## config.mk

```make
export PLATFORM = sky130hd
export DESIGN_NAME = auxq_engine
export DESIGN_NICKNAME = d
export VERILOG_FILES = /design/src/rtl/auxq_pkg.sv /design/src/rtl/auxq_bytebuf.sv /design/src/rtl/auxq_hostport.sv /design/src/rtl/auxq_link_seq.sv /design/src/rtl/auxq_engine.sv
export SDC_FILE = /design/constraint.sdc
export NUM_CORES = 1
export LEC_CHECK = 0
export BUFFER_PORTS_ARGS = -buffer_cell sky130_fd_sc_hd__buf_2
export CORE_MARGIN = 4
export CORE_UTILIZATION = 62
export DETAILED_ROUTE_END_ITERATION = 16
export GPL_ROUTABILITY_DRIVEN = 0
export GPL_TIMING_DRIVEN = 0
export PLACE_DENSITY = 0.79
export SLEW_MARGIN = 20
export SYNTH_ARGS = -nofsm -noshare
export SYNTH_HDL_FRONTEND = slang
export SYNTH_SLANG_ARGS = --single-unit
```

## constraint.sdc

```tcl
create_clock -name clk -period 3.55 [get_ports clk]
set_input_delay 0.1775 -clock clk [delete_from_list [all_inputs] [get_ports clk]]
set_output_delay 0.1775 -clock clk [all_outputs]
set_load 0.005 [all_outputs]
```

## src/rtl/auxq_pkg.sv

```systemverilog
`timescale 1ns/1ps
package auxq_pkg;

    localparam int PTR_W = 5;

    localparam logic [2:0] A_CTRL   = 3'd0;
    localparam logic [2:0] A_SWCTL  = 3'd1;
    localparam logic [2:0] A_INTCTL = 3'd2;
    localparam logic [2:0] A_STATUS = 3'd3;
    localparam logic [2:0] A_DATA   = 3'd4;

    localparam int B_GO    = 0;
    localparam int B_ACK   = 1;
    localparam int B_RDSEL = 0;
    localparam int B_NOINC = 31;

    typedef enum logic [1:0] {
        SQ_IDLE,
        SQ_SEND,
        SQ_WAIT,
        SQ_RECV
    } sq_state_e;

    // fault[0] partial byte, fault[1] invalid start, fault[2] invalid stop
    typedef struct packed {
        logic             done;
        logic             busy;
        logic             tmo;
        logic             ovf;
        logic [2:0]       fault;
        logic [PTR_W-1:0] count;
    } xact_stat_t;

    function automatic logic [31:0] pack_status(xact_stat_t s);
        logic [31:0] w;
        w        = '0;
        w[0]     = s.done;
        w[1]     = s.busy;
        w[2]     = s.tmo | s.ovf | (|s.fault);
        w[7]     = s.tmo;
        w[8]     = s.ovf;
        w[10]    = s.fault[0];
        w[14]    = s.fault[2];
        w[19]    = s.fault[1];
        w[28:24] = s.count;
        return w;
    endfunction

endpackage

```

## src/rtl/auxq_bytebuf.sv

```systemverilog
`timescale 1ns/1ps
module auxq_bytebuf
    import auxq_pkg::*;
#(
    parameter int DEPTH = 20
) (
    input  logic             clk,
    input  logic             rst,
    input  logic             wr_en,
    input  logic [PTR_W-1:0] wr_idx,
    input  logic [7:0]       wr_byte,
    input  logic [PTR_W-1:0] rd_idx,
    output logic [7:0]       rd_byte
);
    localparam int AW = $clog2(DEPTH);

    logic [7:0] mem [DEPTH];

    always_ff @(posedge clk) begin
        if (rst) begin
            for (int i = 0; i < DEPTH; i++) mem[i] <= 8'h00;
        end else if (wr_en && (int'(wr_idx) < DEPTH)) begin
            mem[wr_idx[AW-1:0]] <= wr_byte;
        end
    end

    // Indices past the end read as zero.
    assign rd_byte = (int'(rd_idx) < DEPTH) ? mem[rd_idx[AW-1:0]] : 8'h00;

endmodule

```

## src/rtl/auxq_hostport.sv

```systemverilog
`timescale 1ns/1ps
module auxq_hostport
    import auxq_pkg::*;
#(
    parameter int TMO_W   = 16,
    parameter int DEF_TMO = 400
) (
    input  logic             clk,
    input  logic             rst,
    input  logic [2:0]       bus_addr,
    input  logic             bus_wr,
    input  logic [31:0]      bus_wdata,
    input  logic             bus_rd,
    output logic [31:0]      bus_rdata,
    input  xact_stat_t       stat,
    input  logic [7:0]       rx_byte,
    output logic             chan_en,
    output logic [TMO_W-1:0] tmo_limit,
    output logic             go_pulse,
    output logic [PTR_W-1:0] go_count,
    output logic             ack_pulse,
    output logic             tx_we,
    output logic [PTR_W-1:0] tx_widx,
    output logic [7:0]       tx_wbyte,
    output logic [PTR_W-1:0] rx_ridx
);
    localparam logic [PTR_W-1:0] PTR_ONE = PTR_W'(1);

    logic             en_q;
    logic [TMO_W-1:0] tmo_q;
    logic [PTR_W-1:0] sw_cnt_q;
    logic [PTR_W-1:0] ptr_q;
    logic             rd_dir_q;

    logic             wr_ctrl, wr_sw, wr_data, rd_data;
    logic [PTR_W-1:0] base_idx;
    logic             unused_wbits;

    assign wr_ctrl = bus_wr && (bus_addr == A_CTRL);
    assign wr_sw   = bus_wr && (bus_addr == A_SWCTL);
    assign wr_data = bus_wr && (bus_addr == A_DATA);
    assign rd_data = bus_rd && (bus_addr == A_DATA);

    // Explicit index when auto-increment is overridden, running pointer otherwise.
    assign base_idx = bus_wdata[B_NOINC] ? bus_wdata[20:16] : ptr_q;

    assign go_pulse  = wr_sw && bus_wdata[B_GO];
    assign go_count  = bus_wdata[20:16];
    assign ack_pulse = bus_wr && (bus_addr == A_INTCTL) && bus_wdata[B_ACK];

    assign tx_we    = wr_data && !bus_wdata[B_RDSEL];
    assign tx_widx  = base_idx;
    assign tx_wbyte = bus_wdata[15:8];
    assign rx_ridx  = ptr_q;

    assign chan_en   = en_q;
    assign tmo_limit = tmo_q;

    assign unused_wbits = ^bus_wdata[7:2];

    always_ff @(posedge clk) begin
        if (rst) begin
            en_q     <= 1'b0;
            tmo_q    <= TMO_W'(DEF_TMO);
            sw_cnt_q <= '0;
            ptr_q    <= '0;
            rd_dir_q <= 1'b0;
        end else begin
            if (wr_ctrl) begin
                en_q  <= bus_wdata[0];
                tmo_q <= bus_wdata[16 +: TMO_W];
            end
            if (wr_sw) sw_cnt_q <= bus_wdata[20:16];
            if (wr_data) begin
                rd_dir_q <= bus_wdata[B_RDSEL];
                ptr_q    <= bus_wdata[B_RDSEL] ? base_idx : base_idx + PTR_ONE;
            end else if (rd_data && rd_dir_q) begin
                ptr_q <= ptr_q + PTR_ONE;
            end
        end
    end

    always_comb begin
        bus_rdata = '0;
        case (bus_addr)
            A_CTRL: begin
                bus_rdata[0]            = en_q;
                bus_rdata[16 +: TMO_W]  = tmo_q;
            end
            A_SWCTL:  bus_rdata[20:16] = sw_cnt_q;
            A_STATUS: bus_rdata = pack_status(stat);
            A_DATA: begin
                bus_rdata[0]     = rd_dir_q;
                bus_rdata[20:16] = ptr_q;
                bus_rdata[15:8]  = rd_dir_q ? rx_byte : 8'h00;
            end
            default: bus_rdata = '0;
        endcase
    end

endmodule

```

## src/rtl/auxq_link_seq.sv

```systemverilog
`timescale 1ns/1ps
module auxq_link_seq
    import auxq_pkg::*;
#(
    parameter int RX_DEPTH = 17,
    parameter int TMO_W    = 16
) (
    input  logic             clk,
    input  logic             rst,
    input  logic             chan_en,
    input  logic             go,
    input  logic [PTR_W-1:0] go_count,
    input  logic             ack,
    input  logic [TMO_W-1:0] tmo_limit,
    output logic [PTR_W-1:0] tx_ridx,
    input  logic [7:0]       tx_rbyte,
    output logic             tx_valid,
    output logic [7:0]       tx_data,
    output logic             tx_last,
    input  logic             tx_ready,
    input  logic             rx_valid,
    input  logic [7:0]       rx_data,
    input  logic             rx_end,
    input  logic [2:0]       rx_fault,
    output logic             rx_we,
    output logic [PTR_W-1:0] rx_widx,
    output logic [7:0]       rx_wbyte,
    output xact_stat_t       stat
);
    localparam logic [PTR_W-1:0] PTR_ONE = PTR_W'(1);
    localparam logic [TMO_W-1:0] TMO_ONE = TMO_W'(1);

    sq_state_e        state_q;
    logic [PTR_W-1:0] tx_idx_q;
    logic [PTR_W-1:0] tx_total_q;
    logic [PTR_W-1:0] rx_cnt_q;
    logic [TMO_W-1:0] tmo_cnt_q;
    logic             done_q, tmo_q, ovf_q;
    logic [2:0]       fault_q;

    logic start, listening, room, tx_fire;

    assign start     = go && chan_en && (state_q == SQ_IDLE);
    assign listening = (state_q == SQ_WAIT) || (state_q == SQ_RECV);
    assign room      = int'(rx_cnt_q) < RX_DEPTH;

    assign tx_valid = (state_q == SQ_SEND);
    assign tx_ridx  = tx_idx_q;
    assign tx_data  = tx_rbyte;
    assign tx_last  = (tx_idx_q == tx_total_q - PTR_ONE);
    assign tx_fire  = tx_valid && tx_ready;

    assign rx_we    = listening && rx_valid && room;
    assign rx_widx  = rx_cnt_q;
    assign rx_wbyte = rx_data;

    always_ff @(posedge clk) begin
        if (rst) begin
            state_q    <= SQ_IDLE;
            tx_idx_q   <= '0;
            tx_total_q <= '0;
            rx_cnt_q   <= '0;
            tmo_cnt_q  <= '0;
            done_q     <= 1'b0;
            tmo_q      <= 1'b0;
            ovf_q      <= 1'b0;
            fault_q    <= '0;
        end else begin
            if (ack) done_q <= 1'b0;
            if (listening) fault_q <= fault_q | rx_fault;
            if (listening && rx_valid) begin
                if (room) rx_cnt_q <= rx_cnt_q + PTR_ONE;
                else      ovf_q    <= 1'b1;
            end
            case (state_q)
                SQ_IDLE: begin
                    if (start) begin
                        done_q     <= 1'b0;
                        tmo_q      <= 1'b0;
                        ovf_q      <= 1'b0;
                        fault_q    <= '0;
                        rx_cnt_q   <= '0;
                        tx_idx_q   <= '0;
                        tx_total_q <= go_count;
                        tmo_cnt_q  <= '0;
                        state_q    <= (go_count == '0) ? SQ_WAIT : SQ_SEND;
                    end
                end
                SQ_SEND: begin
                    if (tx_fire) begin
                        if (tx_last) begin
                            state_q   <= SQ_WAIT;
                            tmo_cnt_q <= '0;
                        end else begin
                            tx_idx_q <= tx_idx_q + PTR_ONE;
                        end
                    end
                end
                SQ_WAIT: begin
                    if (rx_end) begin
                        done_q  <= 1'b1;
                        state_q <= SQ_IDLE;
                    end else if (rx_valid) begin
                        state_q <= SQ_RECV;
                    end else if (tmo_cnt_q == tmo_limit) begin
                        tmo_q   <= 1'b1;
                        done_q  <= 1'b1;
                        state_q <= SQ_IDLE;
                    end else begin
                        tmo_cnt_q <= tmo_cnt_q + TMO_ONE;
                    end
                end
                SQ_RECV: begin
                    if (rx_end) begin
                        done_q  <= 1'b1;
                        state_q <= SQ_IDLE;
                    end
                end
                default: state_q <= SQ_IDLE;
            endcase
        end
    end

    always_comb begin
        stat.done  = done_q;
        stat.busy  = (state_q != SQ_IDLE);
        stat.tmo   = tmo_q;
        stat.ovf   = ovf_q;
        stat.fault = fault_q;
        stat.count = rx_cnt_q;
    end

    // a disabled channel never leaves idle
    assert_disabled_idle_R4: assert property (@(posedge clk) disable iff (rst)
        (state_q == SQ_IDLE && !chan_en) |=> (state_q == SQ_IDLE))
        else $error("GO accepted with channel disabled");

    // GO during a transaction leaves its length untouched
    assert_go_busy_ignored_R5: assert property (@(posedge clk) disable iff (rst)
        (state_q != SQ_IDLE && go) |=> (tx_total_q == $past(tx_total_q)))
        else $error("GO restarted a busy transaction");

    // DONE is only seen with the engine idle
    assert_done_idle_R6: assert property (@(posedge clk) disable iff (rst)
        done_q |-> (state_q == SQ_IDLE))
        else $error("DONE while busy");

    // a timeout completes the transaction with no stored reply
    assert_timeout_empty_R8: assert property (@(posedge clk) disable iff (rst)
        $rose(tmo_q) |-> (done_q && rx_cnt_q == '0))
        else $error("timeout without DONE or with reply bytes");

    // stored reply count never exceeds the receive area
    assert_no_overflow_R9: assert property (@(posedge clk) disable iff (rst)
        int'(rx_cnt_q) <= RX_DEPTH)
        else $error("reply count beyond receive area");

    // a stalled byte is held
    assert_tx_hold_R12: assert property (@(posedge clk) disable iff (rst)
        (tx_valid && !tx_ready) |=> (tx_valid && $stable(tx_ridx) && $stable(tx_last)))
        else $error("request byte dropped under backpressure");

endmodule

```

## src/rtl/auxq_engine.sv

```systemverilog
`timescale 1ns/1ps
module auxq_engine
    import auxq_pkg::*;
#(
    parameter int MAX_PAYLOAD = 16,
    parameter int TMO_W       = 16,
    parameter int DEF_TMO     = 400
) (
    input  logic        clk,
    input  logic        rst,
    input  logic [2:0]  bus_addr,
    input  logic        bus_wr,
    input  logic [31:0] bus_wdata,
    input  logic        bus_rd,
    output logic [31:0] bus_rdata,
    output logic        tx_valid,
    output logic [7:0]  tx_data,
    output logic        tx_last,
    input  logic        tx_ready,
    input  logic        rx_valid,
    input  logic [7:0]  rx_data,
    input  logic        rx_end,
    input  logic [2:0]  rx_fault
);
    localparam int TX_DEPTH = MAX_PAYLOAD + 4;
    localparam int RX_DEPTH = MAX_PAYLOAD + 1;

    xact_stat_t       stat;
    logic             chan_en, go_pulse, ack_pulse;
    logic [PTR_W-1:0] go_count;
    logic [TMO_W-1:0] tmo_limit;
    logic             tx_we;
    logic [PTR_W-1:0] tx_widx, tx_ridx, rx_widx, rx_ridx;
    logic [7:0]       tx_wbyte, tx_rbyte, rx_wbyte, rx_rbyte;
    logic             rx_we;

    auxq_hostport #(.TMO_W(TMO_W), .DEF_TMO(DEF_TMO)) u_host (
        .clk(clk), .rst(rst),
        .bus_addr(bus_addr), .bus_wr(bus_wr), .bus_wdata(bus_wdata),
        .bus_rd(bus_rd), .bus_rdata(bus_rdata),
        .stat(stat), .rx_byte(rx_rbyte),
        .chan_en(chan_en), .tmo_limit(tmo_limit),
        .go_pulse(go_pulse), .go_count(go_count), .ack_pulse(ack_pulse),
        .tx_we(tx_we), .tx_widx(tx_widx), .tx_wbyte(tx_wbyte),
        .rx_ridx(rx_ridx)
    );

    auxq_bytebuf #(.DEPTH(TX_DEPTH)) u_txbuf (
        .clk(clk), .rst(rst),
        .wr_en(tx_we), .wr_idx(tx_widx), .wr_byte(tx_wbyte),
        .rd_idx(tx_ridx), .rd_byte(tx_rbyte)
    );

    auxq_bytebuf #(.DEPTH(RX_DEPTH)) u_rxbuf (
        .clk(clk), .rst(rst),
        .wr_en(rx_we), .wr_idx(rx_widx), .wr_byte(rx_wbyte),
        .rd_idx(rx_ridx), .rd_byte(rx_rbyte)
    );

    auxq_link_seq #(.RX_DEPTH(RX_DEPTH), .TMO_W(TMO_W)) u_seq (
        .clk(clk), .rst(rst),
        .chan_en(chan_en), .go(go_pulse), .go_count(go_count),
        .ack(ack_pulse), .tmo_limit(tmo_limit),
        .tx_ridx(tx_ridx), .tx_rbyte(tx_rbyte),
        .tx_valid(tx_valid), .tx_data(tx_data), .tx_last(tx_last), .tx_ready(tx_ready),
        .rx_valid(rx_valid), .rx_data(rx_data), .rx_end(rx_end), .rx_fault(rx_fault),
        .rx_we(rx_we), .rx_widx(rx_widx), .rx_wbyte(rx_wbyte),
        .stat(stat)
    );

    // nothing is offered to the serializer in the cycle after reset
    assert_reset_quiet_R11: assert property (@(posedge clk)
        $past(rst) |-> !tx_valid)
        else $error("tx_valid right after reset");

endmodule

```

Word level (Yosys, flattened, before mapping) --
Memory sizes are Yosys's and may differ from the RTL's. A register that Yosys moved wholly into a read port is not among the register bits. Cells that the tools add are included.
Storage, ports and cells: flip-flop bits (word level) 67, latch bits 0, RAM bits 296, ROM bits 0, input bits 53, output and inout bits 42, logic and storage cells 155, memories 2
Memory list:
- u_txbuf.mem | words 20, bits a word 8, read ports 1, clocked after Yosys merged registers in 1, wr ports 20, RTL line auxq_bytebuf.sv:17 | logic [7:0] mem [DEPTH];
- u_rxbuf.mem | words 17, bits a word 8, read ports 1, clocked after Yosys merged registers in 1, wr ports 17, RTL line auxq_bytebuf.sv:17
Cells by class: add/sub/neg operators 6, $mul 0, divide/modulo/power cells 0, order comparisons 4, equal/unequal tests 19, shift operators 0, muxes and demuxes 73, bitwise logic cells 3, reduce and logical (&&, ||, !) cells 34
Operators by type and width (number):
- $mux W16 | 6
- $mux W5 | 17
- $pmux W16 S3 | 1
- $mux W8 | 5
- $mux W1 | 24
- $pmux W11 S2 | 1
- $add A5 B1 Y5 const B | 4
- $lt A5 B5 Y1 const B | 4
- $pmux W5 S4 | 1
- $add A16 B1 Y16 const B | 1
- $eq A16 B16 Y1 | 1
- $logic_and A1 B1 Y1 | 16
- $mux W2 | 8
- $ne A2 B2 Y1 const B | 8
- $pmux W8 S2 | 1
- $reduce_or A8 Y1 | 2
- $pmux W5 S2 | 1
- $reduce_and A5 Y1 | 2
- $mux W3 | 3
- $pmux W2 S4 | 1
- $reduce_bool A2 Y1 | 4
- $mux W7 | 1
- $reduce_and A7 Y1 | 1
- $eq A3 B2 Y1 const B | 2
- 21 further kinds | 24

Longest topological paths before layout --
Gate-level depths: netlist (run 1).
depth in word-level cells 10, depth in mapped cells 10, depth with buffers taken out 9

Cells and area by module --
From an unflattened synthesis (run 1), not the netlist that was laid out.
Unflattened totals: cell total of the unflattened synthesis 1517, area, all modules 18122.4 um^2
Modules (own cells, without submodules):
- auxq_bytebuf at u_txbuf | instances 1, cells an instance 571, area an instance 7572.3 um^2, sequential area each 4804.6 um^2
- auxq_bytebuf at u_rxbuf | instances 1, cells an instance 437, area an instance 6416.2 um^2, sequential area each 4083.9 um^2
- auxq_link_seq | instances 1, cells an instance 274, area an instance 2314.7 um^2, sequential area each 780.7 um^2
- auxq_hostport | instances 1, cells an instance 235, area an instance 1819.2 um^2, sequential area each 560.5 um^2

Least setup slack after synthesis (run 1) --
No wires, ideal clock.
path type input -> register, from input bus_wdata[31], to memory u_txbuf.mem[10][0] (enable), setup time 0.384 ns, arrival 2.274 ns, required time 3.166 ns, setup slack 0.892 ns, stages 5, buffers on the path 1, cells stage by stage clkbuf_1 -> mux2_2 -> a2111oi_2 -> nand2_1 -> o21ai_0
RTL lines:
- start, declared | RTL line auxq_engine.sv:13 | input logic [31:0] bus_wdata,
- end, declared | RTL line auxq_bytebuf.sv:17

==> results.ini, run 1 <==
[sta]
period_share = 0.951
fin_ws_ns = 0.173
max_slew_margin = 0.277
drv_slew = 0
finalSetupViolCount = 0
final-hold-violation-count = 0
setup_tns_ns = 0
tightest_slew_ns = 1.08
min_period_ns = 3.38
rsz0062_at_grt = false
fin_skew_ns = 0.0168
fmax_mhz = 296

[floorplan]
rows = 74
dieWidth_um = 213
core_area_sq_um = 41100
start_util = 0.631
ioPinCount = 95
die_area_sq_um = 45200
die_h_um = 213

[synthesis]
netlist.area_leader.share = 0.593
synth_cells = 1690
synth_compound_area_frac = 0.0389
synthMuxAreaShare = 0.151
yosysSeqAreaShare = 0.652
synthDistinctLibCells = 61
synth_warnings = 0
synthTopCellsByArea = edfxtp_1 (59%), mux4_2 (14%), and2_1 (7.3%)
ys.flop_type = edfxtp_1
synth_area_sq_um = 25900
async_flop_share = 0
synth_largest_area_cell = edfxtp_1
synthSimpleGateAreaFrac = 0.124
synth-edff-count = 512
ys_ff_latch = 589
synth_top_family_by_area = multiplexers
synth-xor-area-share = 0.00946
avgSynthCellArea_sq_um = 15.3
synth_fa_ha_area_frac = 0.00579

[finish]
post-route-util = 0.731
final_common_cell = edfxtp_1
stdcell_count = 2644
area_delta_synth_final_pct = 15.9
final_nets = 2128
most-common-layout-cells = edfxtp_1 (512), and2_1 (303), conb_1 (196)
drive_gt1_frac = 0.185
antennaDiodeCount = 0

[global_route]
grt_max_degree = 24
grt-ovfl-total = 0
antenna_found_initial = 0
grt_util_all_layers = 0.263
grt_pass1_wl_um = 90300
grt_pass1_vias = 15805

[worst_setup_path]
crit_fanout = 10
end_kind = primary output
critPathRequiredTime_ns = 3.37
critPathArrivalTime_ns = 3.20
crit_type = reg -> out
worst_setup_path_start_kind = flop
reg2reg_depth = 6

[detailed_routing]
drt-initial-drc-count = 1651
route.detailed.drc = 0
routed-via-count = 15495
dr.pass1.iters = 6
antenna_left = 0
post_drt_wl_per_cell_um = 21.7
drt-total-wl_um = 57500
drt-vias-per-instance = 5.86

[clocking]
clock_path_buffers = 3
h-tree-depth = 2
clk_latency_ns = 0.62
cts_buffers = 58
cts.sinks = 589
cts_tree = done
post_cts_buffers = 0
root_buffer = clkbuf_16
clkTransAtPathRegs_ns = 0.06

[pwr]
ir_drop_uv = 515
power_leakage_nw = 10.6
powerDensity_nw_per_um2 = 494

[run]
maxCapViolCount = 0

[placed_design]
numPortBuffers = 82
place_inst = 2500
dp_hpwl_um = 39700
place_ws_ns = 0.0790

[run_status]
status = complete, no violations

[hold_path]
hold_class = in -> reg
min_path_cells = 1

## what timing repair did
item                                    4_1_cts  5_1_grt
hold buffers                                 36        0
endpoints found under the setup margin       16        0
hold endpoints to repair                    195        0
gates resized for setup                      13        0
## registers in the layout, summed over array words and instances (netlist names), 2 cells and up, named ones only
register and flops:
u_rxbuf.mem 256, u_txbuf.mem 256, u_host.tmo_limit 16, u_seq.tmo_cnt_q 16, u_host.rx_ridx 5, u_host.sw_cnt_q 5, u_seq.rx_widx 5, u_seq.tx_ridx 5
u_seq.tx_total_q 5, u_seq.fault_q 3, u_seq.state_q 2
## worst max-delay path, cell delays in order, from the launching register on
cell,delay [ns]
dfxtp_2,0.51
buf_2,0.45
mux4_2,0.61
mux4_2,0.55
mux2i_1,0.20
nor2_1,0.08
buf_2,0.17
## per-stage QoR
stage               instance area, sq um  power [W]  hold slack (ns)
floorplan                          26700    0.00847            0.276
global placement                   27700    0.00870            0.395
detailed placement                 27700    0.00875            0.405
CTS                                30100     0.0149          0.00913
global route                       30100     0.0153           0.0316
finish                             30100     0.0149           0.0219
## cell type report
cell class | count | area [sq um]
flip-flops and latches | 589 | 16900
clock buffers | 81 | 1620
well taps | 532 | 666
clock inverters | 28 | 315
fillers | 2589 | 11100
inverters | 15 | 56.3
repair buffers | 119 | 778
multi-input cells | 1181 | 9260
plain buffers | 99 | 435
## synthesized netlist by cell type, drive strengths merged (4+ instances only)
master  instances
nor3            8
nand4          10
ha             12
o31ai           6
mux4          157
dfxtp          77
o22ai           7
nand3          20
nand2b          6
a311oi          6
nor4            4
o32ai           5
and3           10
xnor2          22
or3             4
buf            31
a22o            5
nor2b           8
a21oi          51
nor2          114
inv            14
mux2i          29
o311ai          5
clkbuf         69
mux2            7
edfxtp        512
and2          303
a211oi          6
xor2            6
o21ai          51
nand2          89
a31oi           6
## cells by family (layout without fill, tap and decap cells)
group / after synthesis / count (layout)
xor+xnor: 28 / 28
buf+inv: 115 / 342
compound gates: 162 / 162
flops: 589 / 589
simple gates: 590 / 590
other cells: 1 / 196
mux: 193 / 193
fa+ha+maj: 12 / 12
## path summary, 6_finish.rpt
kind | start | end | slack (ns)
max | flop | tx_data[1] | 0.17
min | rx_data[7] | u_rxbuf.mem[17][7] | 0.02
max reg2reg | u_seq.rx_widx[3] | u_rxbuf.mem[12][2] | 0.36
min reg2reg | u_seq.tx_total_q[1] | u_seq.tx_total_q[1] | 0.47
## power by group
part           leakage [nW]  internal (W)  switching [W]  total (W)
Sequential             5.69       0.00785      0.0000951    0.00795
Combinational          4.02      0.000282       0.000421   0.000703
Clock                 0.940       0.00363        0.00257    0.00620
## layer usage
metal / share of wire / vias to the layer above / track usage / routed length [um]
met4: 0.042 / 0 / 0.0982 / 2410
met1: 0.37 / 7682 / 0.339 / 21300
met2: 0.52 / 707 / 0.459 / 29700
met3: 0.071 / 148 / 0.0379 / 4110
li1: - / 6958 / - / -
met5: 0 / - / 0 / 0
No activity file was read; power rests on OpenSTA's default activity.
==> run 2: changes to the inputs <==
--- a/config.mk
+++ b/config.mk
@@ -6,6 +6,7 @@
 export NUM_CORES = 1
 export LEC_CHECK = 0
 export BUFFER_PORTS_ARGS = -buffer_cell sky130_fd_sc_hd__buf_2
+export CORE_ASPECT_RATIO = 0.9
 export CORE_MARGIN = 4
 export CORE_UTILIZATION = 62
 export DETAILED_ROUTE_END_ITERATION = 16
==> run 2 against run 1 <==
Net effect:
- cell count down 0.15%
- clock-buffer cell count fell by 4
- power decreased by 1.4%
- die area about the same
- clock skew is 0.0046 ns higher
- sequential share of layout area rose by 0.23 points
- highest routed layer unchanged
==> results.ini, run 2 (same netlist as run 1, synthesis figures left out) <==
[run_status]
status = complete, no violations

[detailed_routing]
route.detailed.drc = 0  ; unchanged
drt-vias-per-instance = 5.89  ; +0.58%
drt-total-wl_um = 58500  ; +1.7%
post_drt_wl_per_cell_um = 22.1  ; +1.9%
antenna_left = 0  ; unchanged
dr.pass1.iters = 7  ; +1
drt-initial-drc-count = 1692  ; +2.5%
routed-via-count = 15561  ; +0.43%

[worst_setup_path]
crit_type = reg -> out
regToRegEndpoint = u_rxbuf.mem[11][2]
critPathRequiredTime_ns = 3.37  ; about the same
rr_startpoint = u_seq.rx_widx[3]
r2r_setup_slack_ns = 0.31  ; -0.05 ns
crit_fanout = 10  ; unchanged
end_kind = primary output
critPathArrivalTime_ns = 3.24  ; +0.04 ns
reg2reg_depth = 6  ; unchanged
worst_setup_path_start_kind = flop

[floorplan]
core_area_sq_um = 41000  ; -0.29%
rows = 70  ; -5.4%
ioPinCount = 95  ; unchanged
dieWidth_um = 224  ; +5.2%
die_area_sq_um = 45200  ; about the same
start_util = 0.633  ; +0.00185
die_h_um = 202  ; -4.9%

[clocking]
cts_buffers = 56  ; -3.4%
post_cts_buffers = 0  ; unchanged
clk_latency_ns = 0.60  ; -0.02 ns
clkTransAtPathRegs_ns = 0.06  ; about the same
root_buffer = clkbuf_16
cts_tree = done
cts.sinks = 589  ; unchanged
h-tree-depth = 2  ; unchanged
clock_path_buffers = 3  ; unchanged

[pwr]
powerDensity_nw_per_um2 = 489  ; -0.97%
power_leakage_nw = 10.6  ; -0.73%
ir_drop_uv = 646  ; +25%

[sta]
rsz0062_at_grt = false
period_share = 0.962  ; +0.0109
fmax_mhz = 293  ; -1.1%
min_period_ns = 3.42  ; +0.0387 ns
setup_tns_ns = 0  ; unchanged
fin_ws_ns = 0.134  ; -0.0387 ns
final-hold-violation-count = 0  ; unchanged
drv_slew = 0  ; unchanged
fin_skew_ns = 0.0214  ; +0.00465 ns
tightest_slew_ns = 1.10  ; +0.0213 ns
finalSetupViolCount = 0  ; unchanged
max_slew_margin = 0.258  ; -0.0193

[hold_path]
hold_path_end = u_rxbuf.mem[19][4]
hp-start = rx_data[4]
hold_class = in -> reg
min_path_cells = 1  ; unchanged

[global_route]
grt_max_degree = 24  ; unchanged
met2_usage = 0.445  ; -0.0140
use_met3 = 0.0410  ; +0.00303
antenna_found_initial = 1  ; +1
grt_pass1_vias = 15812  ; +0.044%
gr-usage-met1 = 0.364  ; +0.0243
busiest_layer = met2
grt_pass1_wl_um = 91400  ; +1.2%
grt-ovfl-total = 0  ; unchanged
grt_util_all_layers = 0.264  ; +0.000727

[finish]
top_regs = u_rxbuf.mem x256, u_txbuf.mem x256
final_nets = 2123  ; -0.23%
drive_gt1_frac = 0.184  ; -0.000847
antennaDiodeCount = 0  ; unchanged
area_delta_synth_final_pct = 15.4
most-common-layout-cells = edfxtp_1 (512), and2_1 (303), conb_1 (196)
final_common_cell = edfxtp_1

[placed_design]
place_ws_ns = 0.0928  ; +0.0138 ns
numPortBuffers = 82  ; unchanged
dp_hpwl_um = 40700  ; +2.5%

[run]
maxCapViolCount = 0  ; unchanged

[run 2: cell types whose count changed in the layout (fill, tap and decap cells not counted), sizes merged]
cell           delta
inv               -1
buf               -3
clkinvlp          +4
clkdlybuf4s15     +1
dlygate4sd3       -2
bufinv            +1
clkbuf            -3
clkinv            -9
[run 2: worst max path at each step]
| stage | end | slack [ns] | cells past startpoint |
|---|---|---|---|
| floorplan | u_txbuf.mem[10][0] | 0.89 | 5 |
| global placement | u_rxbuf.mem[16][4] | 0.03 | 6 |
| detailed placement | tx_data[5] | 0.09 | 7 |
| CTS | tx_data[5] | 0.08 | 6 |
| global route | bus_rdata[15] | 0.004 | 7 |
| finish | bus_rdata[15] | 0.13 | 7 |
[run 2: routing by layer]
metal / vias up / routed length (um) / part of all wire
met5: - / 0 / 0
met4: 0 / 1510 / 0.026
met3: 107 / 4420 / 0.076
met2: 677 / 29500 / 0.50
met1: 7818 / 23000 / 0.39
li1: 6959 / - / -
[run 2: what timing repair did]
item	4_1_cts	5_1_grt
endpoints found under the setup margin	16	2
hold buffers	34	0
endpoints found under the hold margin	174	0
gates resized for setup	10	5
[run 2: final cells by class]
type	instances	area, sq um
Buffer	98	439
Clock buffer	77	1530
Fill cell	2592	11100
Clock inverter	23	297
Tap cell	540	676
Sequential cell	589	16900
Inverter	15	56.3
Multi-Input combinational cell	1181	9260
Timing Repair Buffer	117	758
[run 2: worst max-delay path: stages (launching register included)]
cell and delay [ns]:
dfxtp_1 0.31, clkbuf_1 0.53, clkbuf_2 0.41, mux4_2 0.40
mux4_2 0.49, mux2i_1 0.18, nor2_1 0.11, buf_2 0.18
[run 2: power breakdown]
| group | internal [W] | switching, W | total, W |
|---|---|---|---|
| Clock | 0.00350 | 0.00250 | 0.00600 |
| Combinational | 0.000280 | 0.000418 | 0.000698 |
| Sequential | 0.00785 | 0.0000985 | 0.00795 |
| Total | 0.0116 | 0.00302 | 0.0147 |
[run 2: through the flow]
stage / power (W) / instances / hold WS, ns / util / instance area, sq um
after floorplan: 0.00847 / 1885 / 0.276 / - / 26700
after CTS: 0.0147 / 2640 / 0.00988 / 0.730 / 29900
final: 0.0147 / 2640 / 0.0279 / 0.730 / 29900
after detailed placement: 0.00875 / 2508 / 0.401 / 0.677 / 27800
after global routing: 0.0151 / 2640 / 0.0392 / 0.730 / 29900
after global placement: 0.00870 / 2507 / 0.395 / 0.677 / 27700
==> run 3: changes to the inputs <==
--- a/config.mk
+++ b/config.mk
@@ -8,11 +8,11 @@
 export BUFFER_PORTS_ARGS = -buffer_cell sky130_fd_sc_hd__buf_2
 export CORE_ASPECT_RATIO = 0.9
 export CORE_MARGIN = 4
-export CORE_UTILIZATION = 62
+export CORE_UTILIZATION = 60
 export DETAILED_ROUTE_END_ITERATION = 16
 export GPL_ROUTABILITY_DRIVEN = 0
 export GPL_TIMING_DRIVEN = 0
-export PLACE_DENSITY = 0.79
+export PLACE_DENSITY = 0.77
 export SLEW_MARGIN = 20
 export SYNTH_ARGS = -nofsm -noshare
 export SYNTH_HDL_FRONTEND = slang
==> run 3 against run 2 <==
Net effect:
- non-clock buffer count increased by 5
- global-route usage decreased by 0.087 points
- setup slack lost 0.021 ns
- design area rose by 0.53%
- via count up 1.3%
- first-iteration DRC count increased by 3.5%
- cell count is 0.83% higher
- critical endpoint is now bus_rdata[10]
==> results.ini, run 3 (same netlist as run 1, synthesis figures left out) <==
[worst_setup_path]
crit_type = reg -> out
rr_startpoint = u_host.rx_ridx[0]
crit_chain = clkbuf_1, clkbuf_1, mux4_2, mux2_2, o22ai_1, o31ai_1, buf_2
critical-path-top-delay-family = buffers and inverters
critPathRequiredTime_ns = 3.37  ; about the same
critical-path-slowest-cell = clkbuf_1
critPathArrivalTime_ns = 3.26  ; +0.02 ns
worst_setup_path_start_kind = flop
cp_num_buf_inv = 3  ; unchanged
crit_fanout = 10  ; unchanged
end_kind = primary output
crit_top_cell = clkbuf_1
critPathMaxStageDelay_ns = 0.59  ; +0.06 ns

[clocking]
clock_path_buffers = 3  ; unchanged
cts_tree = done
cts.sinks = 589  ; unchanged
cts_buffers = 58  ; +3.6%
post_cts_buffers = 0  ; unchanged
clkTransAtPathRegs_ns = 0.06  ; about the same
clk_latency_ns = 0.62  ; +0.02 ns
h-tree-depth = 2  ; unchanged
root_buffer = clkbuf_16

[global_route]
grt_pass1_wl_um = 92100  ; +0.83%
grt_util_all_layers = 0.263  ; -0.000875
grt-ovfl-total = 0  ; unchanged
antenna_found_initial = 0  ; -1
grt_pass1_vias = 15990  ; +1.1%
grt_max_degree = 24  ; unchanged

[sta]
rsz0062_at_grt = false
finalSetupViolCount = 0  ; unchanged
hold_slack_ns = 0.0637  ; +0.0358 ns
min_period_ns = 3.44  ; +0.0208 ns
fin_skew_ns = 0.0195  ; -0.00190 ns
final-hold-violation-count = 0  ; unchanged
drv_slew = 0  ; unchanged
setup_tns_ns = 0  ; unchanged
max_slew_margin = 0.211  ; -0.0471
tightest_slew_ns = 1.18  ; +0.0733 ns
period_share = 0.968  ; +0.00587
fmax_mhz = 291  ; -0.61%

[floorplan]
start_util = 0.613  ; -0.0194
core_area_sq_um = 42300  ; +3.2%
dieWidth_um = 227  ; +1.6%
ioPinCount = 95  ; unchanged
rows = 71  ; +1.4%
die_area_sq_um = 46600  ; +3.2%
die_h_um = 205  ; +1.6%

[placed_design]
place_inst = 2514  ; +0.24%
numPortBuffers = 82  ; unchanged
dp_hpwl_um = 40600  ; -0.30%

[run]
maxCapViolCount = 0  ; unchanged

[pwr]
p_int_w = 0.0117  ; +0.34%
clkPwrFrac = 0.414  ; +0.004
p_comb_frac = 0.048  ; about the same
power_leakage_nw = 10.6  ; +0.75%
switchingPower_w = 0.00311  ; +3.0%
powerDensity_nw_per_um2 = 491  ; +0.36%
power_frac_seq = 0.538  ; -0.005
ir_drop_uv = 428  ; -34%
p_sw_frac = 0.210  ; +0.00433

[finish]
area_delta_synth_final_pct = 16.1
antennaDiodeCount = 0  ; unchanged
stdcell_count = 2662  ; +0.83%
most-common-layout-cells = edfxtp_1 (512), and2_1 (303), conb_1 (196)
final_common_cell = edfxtp_1
top_regs = u_rxbuf.mem x256, u_txbuf.mem x256
drive_gt1_frac = 0.187  ; +0.00295
final_nets = 2130  ; +0.33%

[hold_path]
hp-start = bus_wdata[31]
hold_class = in -> reg

[detailed_routing]
dr.pass1.iters = 6  ; -1
post_drt_wl_per_cell_um = 22.4  ; +0.95%
drt-vias-per-instance = 5.92  ; +0.42%
drt-initial-drc-count = 1751  ; +3.5%
antenna_left = 0  ; unchanged
route.detailed.drc = 0  ; unchanged
routed-via-count = 15756  ; +1.3%
drt-total-wl_um = 59500  ; +1.8%

[run_status]
status = complete, no violations

==> run 3: changes by cell type in the layout (fill, tap and decap cells not counted), sizes merged <==
cell and change:
clkinv +9, dlygate4sd3 +6, bufinv -3, clkdlybuf4s15 -1
clkbuf +9, buf -5, clkinvlp -3, inv +3
==> run 3: what timing repair did <==
action / in CTS / in global routing
endpoints found under the setup margin: 16 / 7
hold endpoints to repair: 242 / 0
cloned: 0 / 0
hold buffers: 40 / 0
gates resized for setup: 12 / 9
==> run 3: worst min-delay path: stages <==
cell,delay [ns]
clkbuf_1,0.22
nand2_1,0.16
a21oi_1,0.07
==> run 3: path summary, 6_finish.rpt <==
check | endpoint | slack [ns] | cells past startpoint
setup / recovery | bus_rdata[10] | 0.11 | 7
hold / removal | u_host.tmo_limit[15] | 0.06 | 3
setup reg to reg | u_txbuf.mem[11][3] | 0.31 | 6
hold reg to reg | u_seq.tx_total_q[4] | 0.48 | 2
==> run 3: area by class of cell <==
cell class	instances	area, sq um
sequential	589	16900
fill	2727	12200
multi-input combinational	1181	9260
clock buffer	81	1650
timing repair buffer	122	811
tap	547	684
buffer	98	448
clock inverter	29	259
inverter	15	56.3
==> run 3: metrics by stage <==
step	total power, W	setup slack (ns)	utilization	area (sq um)
finish	0.0148	0.114	0.712	30100
CTS	0.0148	0.0185	0.711	30100
floorplan	0.00847	0.892	-	26700
global route	0.0153	0.00949	0.712	30100
global placement	0.00871	0.105	0.656	27800
detailed placement	0.00875	0.166	0.656	27800
==> run 3: power by group through the flow <==
stage,Sequential (W),Combinational (W),Clock (W)
final,0.00795,0.000709,0.00613
after detailed placement,0.00809,0.000661,0
after floorplan,0.00805,0.000422,0
after CTS,0.00795,0.000696,0.00619
after global placement,0.00806,0.000642,0
after global routing,0.00797,0.000767,0.00652
==> run 3: routing by layer <==
layer | up-vias | wire length [um] | track usage
met3 | 112 | 5650 | 0.0471
met4 | 0 | 1450 | 0.0726
li1 | 6973 | - | -
met1 | 7887 | 24400 | 0.388
met2 | 784 | 28000 | 0.412
met5 | - | 0 | 0
